## src/rtl/i2c_fifo_pkg.sv

```systemverilog
package i2c_fifo_pkg;
  localparam int unsigned DATA_W = 8;
  localparam int unsigned CMD_W  = DATA_W + 1;

  // bit 8: read/write command, bits 7:0: data
  typedef struct packed {
    logic              rd;
    logic [DATA_W-1:0] data;
  } cmd_t;

  typedef struct packed {
    logic rx_under;
    logic rx_over;
    logic tx_over;
  } evt_t;
endpackage

```

## src/rtl/i2c_sync_fifo.sv

```systemverilog
module i2c_sync_fifo #(
  parameter int unsigned WIDTH = 8,
  parameter int unsigned DEPTH = 16,
  localparam int unsigned LW = $clog2(DEPTH + 1),
  localparam int unsigned PW = (DEPTH > 1) ? $clog2(DEPTH) : 1
) (
  input  logic             clk_i,
  input  logic             rst_ni,
  input  logic             flush_i,
  input  logic             push_i,
  input  logic [WIDTH-1:0] wdata_i,
  input  logic             pop_i,
  output logic [WIDTH-1:0] rdata_o,
  output logic [LW-1:0]    level_o,
  output logic             full_o,
  output logic             empty_o
);
  logic [WIDTH-1:0] mem_q [DEPTH];
  logic [PW-1:0]    wr_ptr_q, rd_ptr_q;
  logic [LW-1:0]    level_q;
  logic             push_ok, pop_ok;

  function automatic logic [PW-1:0] ptr_inc(input logic [PW-1:0] p);
    return (p == PW'(DEPTH - 1)) ? '0 : p + 1'b1;
  endfunction

  assign full_o  = (level_q == LW'(DEPTH));
  assign empty_o = (level_q == '0);
  // full is judged before any same-cycle pop
  assign push_ok = push_i && !full_o && !flush_i;
  assign pop_ok  = pop_i && !empty_o && !flush_i;

  always_ff @(posedge clk_i or negedge rst_ni) begin
    if (!rst_ni) begin
      wr_ptr_q <= '0;
      rd_ptr_q <= '0;
      level_q  <= '0;
    end else if (flush_i) begin
      wr_ptr_q <= '0;
      rd_ptr_q <= '0;
      level_q  <= '0;
    end else begin
      if (push_ok) wr_ptr_q <= ptr_inc(wr_ptr_q);
      if (pop_ok)  rd_ptr_q <= ptr_inc(rd_ptr_q);
      case ({push_ok, pop_ok})
        2'b10:   level_q <= level_q + 1'b1;
        2'b01:   level_q <= level_q - 1'b1;
        default: level_q <= level_q;
      endcase
    end
  end

  always_ff @(posedge clk_i) begin
    if (push_ok) mem_q[wr_ptr_q] <= wdata_i;
  end

  assign rdata_o = mem_q[rd_ptr_q];
  assign level_o = level_q;

  a_r3_level_bound: assert property (@(posedge clk_i) disable iff (!rst_ni)
    level_q <= LW'(DEPTH));
  a_r8_flush_empties: assert property (@(posedge clk_i) disable iff (!rst_ni)
    flush_i |=> (level_q == '0));
  a_r3_push_pop_keep: assert property (@(posedge clk_i) disable iff (!rst_ni)
    (push_i && pop_i && !flush_i && !full_o && !empty_o) |=> $stable(level_q));
  a_r7_full_drop: assert property (@(posedge clk_i) disable iff (!rst_ni)
    (full_o && push_i && !pop_i && !flush_i) |=> (level_q == LW'(DEPTH)));
endmodule

```

## src/rtl/i2c_flush_ctrl.sv

```systemverilog
module i2c_flush_ctrl (
  input  logic clk_i,
  input  logic rst_ni,
  input  logic enable_i,
  input  logic abort_i,
  input  logic abort_clr_i,
  output logic flush_o
);
  logic lock_q;

  // abort takes priority over a same-cycle clear
  always_ff @(posedge clk_i or negedge rst_ni) begin
    if (!rst_ni) lock_q <= 1'b0;
    else if (abort_i) lock_q <= 1'b1;
    else if (abort_clr_i) lock_q <= 1'b0;
  end

  assign flush_o = !enable_i || abort_i || lock_q;

  a_r8_lock_set: assert property (@(posedge clk_i) disable iff (!rst_ni)
    abort_i |=> flush_o);
  a_r8_lock_hold: assert property (@(posedge clk_i) disable iff (!rst_ni)
    (lock_q && !abort_clr_i) |=> lock_q);
endmodule

```

## src/rtl/i2c_fifo_events.sv

```systemverilog
module i2c_fifo_events
  import i2c_fifo_pkg::*;
(
  input  logic clk_i,
  input  logic rst_ni,
  input  logic enable_i,
  input  logic hold_on_full_i,
  input  logic flush_i,
  input  logic cpu_rd_i,
  input  logic rx_empty_i,
  input  logic rx_push_i,
  input  logic rx_full_i,
  input  logic cpu_wr_i,
  input  logic tx_full_i,
  output evt_t evt_o
);
  evt_t evt_d, evt_q;

  always_comb begin
    evt_d          = '0;
    evt_d.rx_under = enable_i && cpu_rd_i && (rx_empty_i || flush_i);
    evt_d.rx_over  = enable_i && rx_push_i && rx_full_i && !flush_i && !hold_on_full_i;
    evt_d.tx_over  = enable_i && cpu_wr_i && tx_full_i && !flush_i;
  end

  always_ff @(posedge clk_i or negedge rst_ni) begin
    if (!rst_ni) evt_q <= '0;
    else evt_q <= evt_d;
  end

  assign evt_o = evt_q;

  a_r6_hold_no_over: assert property (@(posedge clk_i) disable iff (!rst_ni)
    hold_on_full_i |=> !evt_q.rx_over);
  a_r9_quiet_disabled: assert property (@(posedge clk_i) disable iff (!rst_ni)
    !enable_i |=> (evt_q == '0));
  a_r4_under_needs_read: assert property (@(posedge clk_i) disable iff (!rst_ni)
    !cpu_rd_i |=> !evt_q.rx_under);
endmodule

```

## src/rtl/i2c_fifo_pair.sv

```systemverilog
module i2c_fifo_pair
  import i2c_fifo_pkg::*;
#(
  parameter int unsigned DEPTH = 16,
  localparam int unsigned LW = $clog2(DEPTH + 1)
) (
  input  logic              clk_i,
  input  logic              rst_ni,
  input  logic              enable_i,
  input  logic              hold_on_full_i,
  input  logic              cpu_cmd_wr_i,
  input  logic [CMD_W-1:0]  cpu_cmd_i,
  input  logic              cpu_rd_i,
  output logic [DATA_W-1:0] cpu_rd_data_o,
  input  logic              eng_cmd_pop_i,
  output logic [CMD_W-1:0]  eng_cmd_o,
  output logic              eng_cmd_valid_o,
  input  logic              eng_rx_push_i,
  input  logic [DATA_W-1:0] eng_rx_data_i,
  output logic              eng_stall_o,
  input  logic              abort_i,
  input  logic              abort_clr_i,
  output logic [LW-1:0]     tx_level_o,
  output logic [LW-1:0]     rx_level_o,
  output logic              rx_under_o,
  output logic              rx_over_o,
  output logic              tx_over_o
);
  logic flush;
  logic tx_full, tx_empty, rx_full, rx_empty;
  cmd_t tx_head;
  evt_t evt;

  i2c_flush_ctrl u_flush (
    .clk_i       (clk_i),
    .rst_ni      (rst_ni),
    .enable_i    (enable_i),
    .abort_i     (abort_i),
    .abort_clr_i (abort_clr_i),
    .flush_o     (flush)
  );

  i2c_sync_fifo #(.WIDTH(CMD_W), .DEPTH(DEPTH)) u_tx_fifo (
    .clk_i   (clk_i),
    .rst_ni  (rst_ni),
    .flush_i (flush),
    .push_i  (cpu_cmd_wr_i),
    .wdata_i (cpu_cmd_i),
    .pop_i   (eng_cmd_pop_i),
    .rdata_o (tx_head),
    .level_o (tx_level_o),
    .full_o  (tx_full),
    .empty_o (tx_empty)
  );

  i2c_sync_fifo #(.WIDTH(DATA_W), .DEPTH(DEPTH)) u_rx_fifo (
    .clk_i   (clk_i),
    .rst_ni  (rst_ni),
    .flush_i (flush),
    .push_i  (eng_rx_push_i),
    .wdata_i (eng_rx_data_i),
    .pop_i   (cpu_rd_i),
    .rdata_o (cpu_rd_data_o),
    .level_o (rx_level_o),
    .full_o  (rx_full),
    .empty_o (rx_empty)
  );

  i2c_fifo_events u_evt (
    .clk_i          (clk_i),
    .rst_ni         (rst_ni),
    .enable_i       (enable_i),
    .hold_on_full_i (hold_on_full_i),
    .flush_i        (flush),
    .cpu_rd_i       (cpu_rd_i),
    .rx_empty_i     (rx_empty),
    .rx_push_i      (eng_rx_push_i),
    .rx_full_i      (rx_full),
    .cpu_wr_i       (cpu_cmd_wr_i),
    .tx_full_i      (tx_full),
    .evt_o          (evt)
  );

  assign eng_cmd_o       = tx_head;
  assign eng_cmd_valid_o = !tx_empty && !flush;
  assign eng_stall_o     = enable_i && hold_on_full_i && rx_full;
  assign rx_under_o      = evt.rx_under;
  assign rx_over_o       = evt.rx_over;
  assign tx_over_o       = evt.tx_over;

  a_r2_valid_has_entry: assert property (@(posedge clk_i) disable iff (!rst_ni)
    eng_cmd_valid_o |-> (tx_level_o != '0));
  a_r6_stall_when_full: assert property (@(posedge clk_i) disable iff (!rst_ni)
    eng_stall_o |-> (rx_level_o == LW'(DEPTH)));
  a_r8_abort_empties: assert property (@(posedge clk_i) disable iff (!rst_ni)
    abort_i |=> (tx_level_o == '0 && rx_level_o == '0));
  a_r7_over_needs_write: assert property (@(posedge clk_i) disable iff (!rst_ni)
    tx_over_o |-> $past(cpu_cmd_wr_i));
endmodule

```

## config.mk

```make
export PLATFORM = sky130hd
export DESIGN_NAME = i2c_fifo_pair
export DESIGN_NICKNAME = d
export VERILOG_FILES = /design/src/rtl/i2c_fifo_pkg.sv /design/src/rtl/i2c_sync_fifo.sv /design/src/rtl/i2c_flush_ctrl.sv /design/src/rtl/i2c_fifo_events.sv /design/src/rtl/i2c_fifo_pair.sv
export SDC_FILE = /design/constraint.sdc
export NUM_CORES = 1
export LEC_CHECK = 0
export ABC_CLOCK_PERIOD_IN_PS = 5100
export BUFFER_PORTS_ARGS = -buffer_cell sky130_fd_sc_hd__buf_4
export CAP_MARGIN = 20
export CORE_ASPECT_RATIO = 1.1
export CORE_MARGIN = 10
export CORE_UTILIZATION = 45
export DETAILED_ROUTE_END_ITERATION = 6
export PLACE_DENSITY_LB_ADDON = 0.1
export SYNTH_ARGS = -nofsm -noshare
export SYNTH_HDL_FRONTEND = slang
export SYNTH_SLANG_ARGS = --single-unit
```

## constraint.sdc

```tcl
create_clock -name clk_i -period 5.1 [get_ports clk_i]
set_input_delay 0.255 -clock clk_i [delete_from_list [all_inputs] [get_ports clk_i]]
set_output_delay 0.255 -clock clk_i [all_outputs]
set_load 0.01 [all_outputs]
```

# Word-level counts from Yosys, hierarchy flattened
# Memory sizes are Yosys's and may differ from the RTL's.
# Cells that the tools add are included.
classes:
  n_addsub: 8
  n_eq_ne: 10
  muxes: 22
  n_reduce_logical: 39
ops:
  columns: ["op", "n"]
  rows:
  - ["4-bit two-way mux", 12]
  - ["1-bit logical AND", 20]
  - ["5-bit one-hot mux with 2 select lines", 2]
  - ["4-bit by 1-bit adder with 4-bit output (second input constant)", 4]
  - ["4-bit equality test (second input constant)", 4]
  - ["5-bit by 1-bit adder with 5-bit output (second input constant)", 2]
  - ["5-bit equality test (second input constant)", 2]
  - ["5-bit logical NOT", 2]
  - ["5-bit two-way mux", 2]
  - ["2-bit nonzero test", 5]
  - ["5-bit by 1-bit subtractor with 5-bit output (second input constant)", 2]
  - ["1-bit logical NOT", 7]
  - ["1-bit two-way mux", 6]
  - ["3-bit nonzero test", 2]
  - ["2-bit by 1-bit equality test with 1-bit output (second input constant)", 2]
  - ["2-bit equality test (second input constant)", 2]
  - ["1-bit logical OR", 3]
word_totals:
  reg_bits: 30
  ram_bits: 272
  input_bits: 27
  out_inout_bits: 32
  word_cells: 91
  memories: 2
mem_list:
  columns: ["memory", "words", "width", "read_ports", "rd_clocked_by_memory_dff", "write_ports", "line_no", "rtl"]
  rows:
  - ["u_tx_fifo.mem_q", 16, 9, 1, 0, 1, "i2c_sync_fifo.sv:18", "logic [WIDTH-1:0] mem_q [DEPTH];"]
  - ["u_rx_fifo.mem_q", 16, 8, 1, 0, 1, "i2c_sync_fifo.sv:18", null]

# Depth between registers and ports, before layout
depth:
  ltp_word: 8
  ltp_mapped: 11

# By module
# Synthesis repeated with hierarchy kept, for this count alone.
unflattened:
  cells_unflattened: 760
  area_unflattened_um2: 12539.5
modules_own_cells:
  columns: ["module", "instances", "cells_per_inst", "area_each_um2", "seq_area_each_um2"]
  rows:
  - ["i2c_sync_fifo at u_tx_fifo", 1, 384, 6478.7, 4649.5]
  - ["i2c_sync_fifo at u_rx_fifo", 1, 363, 5895.7, 4169.0]
  - ["i2c_fifo_events", 1, 7, 108.9, 75.1]
  - ["i2c_flush_ctrl", 1, 4, 46.3, 25.0]
  - ["i2c_fifo_pair", 1, 2, 10.0, 0.0]

# Worst setup path before layout
# No wires, ideal clock.
synth_path:
  path_type: "reg2reg"
  from: "reg u_tx_fifo.level_q[1] (netlist: u_tx_fifo.level_o[1])"
  to: "reg u_tx_fifo.level_q[4] (netlist: u_tx_fifo.level_o[4])"
  t_arrival_ps: 2826
  path_slack_ps: 2152
  path_stages_with_launch: 11
  n_path_buf: 1
  synth_period_minus_slack_ps: 2948
  path_cell_list: "dfrtp_1 > clkbuf_1 > or4_1 > o2111ai_1 > xnor2_1 > ha_1 > o31ai_1 > a21oi_1 > nor2_1 > mux2_2 > o2111a_1"
synth_via:
  elab_chain_cells: 7
synth_rtl:
  columns: ["element", "line_no", "rtl"]
  rows:
  - ["from (decl)", "i2c_sync_fifo.sv:20", "logic [LW-1:0] level_q;"]
  - ["from (signal assigned)", "i2c_sync_fifo.sv:46", "2'b10: level_q <= level_q + 1'b1;"]
  - ["from (signal assigned)", "i2c_sync_fifo.sv:47", "2'b01: level_q <= level_q - 1'b1;"]
  - ["from (signal assigned)", "i2c_sync_fifo.sv:48", "default: level_q <= level_q;"]
  - ["5-bit equality test or 5-bit logical NOT (tied branches)", "i2c_sync_fifo.sv:27, i2c_sync_fifo.sv:28", null]
  - ["1-bit logical NOT (on tied branches)", "i2c_sync_fifo.sv:30, i2c_sync_fifo.sv:31", null]
  - ["1-bit logical AND (on tied branches) (2 in series)", "i2c_sync_fifo.sv:30, i2c_sync_fifo.sv:31", null]
  - ["2-bit by 1-bit equality test with 1-bit output or 2-bit equality test (tied branches)", "i2c_sync_fifo.sv:45", "case ({push_ok, pop_ok})"]
  - ["5-bit one-hot mux with 2 select lines", "i2c_sync_fifo.sv:45", null]
  - ["5-bit two-way mux", "i2c_sync_fifo.sv:38", "end else if (flush_i) begin"]
# Parallel ways exist; a longest one is shown, timed or not.
# A chain may end at the register's enable or synchronous reset.

# Worst setup path in the final report
layout_path:
  from: "reg u_rx_fifo.rd_ptr_q[0]"
  to: "out cpu_rd_data_o[6]"
layout_via:
  elab_chain_cells: 1
layout_rtl:
  columns: ["element", "line_no", "rtl"]
  rows:
  - ["from (decl)", "i2c_sync_fifo.sv:19", "logic [PW-1:0] wr_ptr_q, rd_ptr_q;"]
  - ["from (signal assigned)", "i2c_sync_fifo.sv:44", "if (pop_ok) rd_ptr_q <= ptr_inc(rd_ptr_q);"]
  - ["memory read 16 x 8 bit", null, null]
  - ["to (decl)", "i2c_fifo_pair.sv:14", "output logic [DATA_W-1:0] cpu_rd_data_o,"]
# No other way between the ends.

==> results.ini <==
[route]
avgRoutedWirePerCell_um=22.4
via_per_inst=5.57
drt_first_pass_iters=5
wl_um=28000
drtAntennaViolNets=0
vias=6958
drt_iter0_drc=522
drc_errors=0

[timing]
fin_crit_sh_pct=65.8
setup_ws_ns=1.74
holdWs_ns=0.0192
setup_viol=0
final_max_slew_viol_count=0
fin_skew_ns=0.0233
finalHoldViolCount=0
maxSlewHeadroom_pct=23.6
tightest_slew_ns=1.14
max_freq_mhz=298
tns_ns=0
rsz0062_at_grt=no
final.min_clock_period_ns=3.36

[cells_and_area]
nNetsFinal=906
fin_util_pct=52.4
instances_no_fill=1250
antennaDiodeCount=0
drive_above_1_share_pct=19.6
fin_area_mm2=0.0145
area_growth_pct=15.4

[clock_network]
cts.clk_slew.worst_paths_ns=0.06
clock_latency_ns=0.55
clock-sinks=302
postCtsSetupBuffers=0
clockRootBuffer=clkbuf_16
clk_path_buf_depth=3
cts_tree=built
cts_buffers=30
htree_levels=1

[pwr]
netSwitchingFraction_pct=19.4
cellPowerDensity_mw_per_mm2=342
ir_worst_vdd_uv=246
switchingPower_uw=959
combPwrFrac_pct=2.4
clockPowerShare_pct=43.1
p_seq_share_pct=54.6
p_int_mw=4.00
p_total_mw=4.96
p_leak_nw=4.75

[synth]
syn_area_per_cell_um2=15.8
yosys-top-cells-count=edfxtp_1 (272), mux2i_1 (66), nand2_1 (63)
ys_async_sr_fraction_pct=9.93
synth_area_mm2=0.0125
syn-num-nets=833
synthCells=792
yosysTopAreaCell=edfxtp_1
synth_edf_count=272
yosysSeqAreaShare_pct=71.1
synth_top_flop_cell=edfxtp_1
yosysTopAreaCellShare_pct=65.1
synth.area.top_cells=edfxtp_1 (65%), mux4_2 (6.1%), dfrtp_1 (6.0%)
yosysWarnings=0
yosysMostFrequentCell=edfxtp_1
ys_ff_latch=302
synth_cell_types=52

[setup_path]
cp_top_family=flip-flops
startpoint=u_rx_fifo.rd_ptr_q[0]
path_common_cell=buf_4
cp-end-kind=output port
crit_path_max_fanout=35
crit_type=register to output port
cp_data_required_time_ns=4.85
cp_data_arrival_time_ns=3.10
reg2reg_slack_ns=1.96
cpPeakStageDelay_ns=1.01
r2r_start=u_tx_fifo.level_o[1]
crit_path_start_kind=register
crit_chain=buf_4, mux4_2, a22oi_1, nand2_1, buf_4
cp_num_buf_inv=2
cp_slowest_cell=dfrtp_2
rr_endpoint=u_tx_fifo.level_o[4]
r2r_cells=9
crit_end=cpu_rd_data_o[6]
cp.depth=5

[placement]
io_buffers=58
place_congestion=0.847
dpl_worst_slack_ns=1.99
place_hpwl_um=18600
place_area_mm2=0.0134
dp.cells=1183

[floorplanning]
core_area_mm2=0.0276
fp.dieArea_mm2=0.0350
row_count=64
die_w_um=179
dieHeight_um=195
initial_utilization_pct=45.4
ios=59

[global_route]
grt_overflow=0
grt_antenna_before_repair=0
grt_max_degree=36
grt_pass1_vias=7261
grt_pass1_wl_um=43100
gr-usage-all-layers_pct=16.0

[hold_path]
worstHoldPathType=primary input to register

[outcome]
status=finished, final reports clean

[job]
maxCapViolations=0

kinds of logic (layout without fill, tap and decap cells):
logic type	after synthesis	after routing	share of synthesized area, %
and+or+nand+nor	166	166	5.75
AOI/OAI and AO/OA	132	132	7.03
buffers and inverters	58	153	1.81
muxes	108	108	12.1
DFF	302	302	71.1
xor gates and xnor gates	12	12	0.838
adders and majority gates	14	14	1.40
power by group through the flow:
stage	combinational, mW	sequential, mW	clock [mW]
global route	0.129	2.70	2.29
CTS	0.119	2.71	2.19
detailed placement	0.113	2.76	0
global placement	0.108	2.76	0
finish	0.117	2.71	2.13
floorplan	0.0416	2.76	0
cell type report:
cell class                 instances  area (µm²)
clock buffer                      37         798
clock inverter                    17         161
fill                            2287       13100
inverter                          13        48.8
multi-input combinational        432        3430
sequential                       302        8920
tap                              363         454
timing repair buffer              86         676
registers in the layout, summed over array words and instances, names as in the netlist, 4 cells and up:
signal and cells:
u_tx_fifo.mem_q 144, u_rx_fifo.mem_q 128, u_rx_fifo.level_o 5, u_tx_fifo.level_o 5, u_rx_fifo.rd_ptr_q 4, u_rx_fifo.wr_ptr_q 4
u_tx_fifo.rd_ptr_q 4, u_tx_fifo.wr_ptr_q 4
worst min path at each step:
| stage | from | to | cells past startpoint |
|---|---|---|---|
| 2_1_floorplan | rst_ni | u_evt.evt_o[0] | 0 |
| 3_3_place_gp | rst_ni | u_evt.evt_o[1] | 1 |
| 3_5_place_dp | rst_ni | u_evt.evt_o[1] | 1 |
| 4_1_cts | cpu_cmd_i[4] | u_tx_fifo.mem_q[4][4] | 1 |
| 5_1_grt | eng_rx_data_i[0] | u_rx_fifo.mem_q[2][0] | 1 |
| 6_report | cpu_cmd_i[4] | u_tx_fifo.mem_q[4][4] | 1 |
metal layers:
layer	wire (µm)	global-route usage, %
met5	0	0
met4	881	6.11
met3	1190	2.70
met2	14600	28.1
met1	11300	19.1
cell usage in the layout, fill, tap and decap left out, types with 3 or more instances in the layout:
cell,count
a221oi_1,17
dfrtp_1,28
xor2_1,7
ha_1,14
bufinv_16,3
nor3_1,9
clkbuf_1,6
mux2_2,8
nand3_1,13
nor2b_1,3
a21o_1,3
clkinv_1,6
mux2i_1,66
mux4_2,34
nand2b_1,5
a21oi_1,38
clkbuf_16,31
edfxtp_1,272
inv_1,13
nand2_1,63
xnor2_1,5
buf_2,4
nor2_1,56
buf_6,4
buf_4,68
clkinv_2,5
a22oi_1,19
a31oi_1,4
o21ai_0,32
dlygate4sd3_1,10
nor3_2,4
what timing repair did:
action | in CTS | in global routing
setup endpoints to repair | 0 | 0
endpoints found under the hold margin | 61 | 0
hold buffers | 10 | 0
gates resized for setup | 0 | 0
Note: power is estimated with default switching activity, not from simulation.
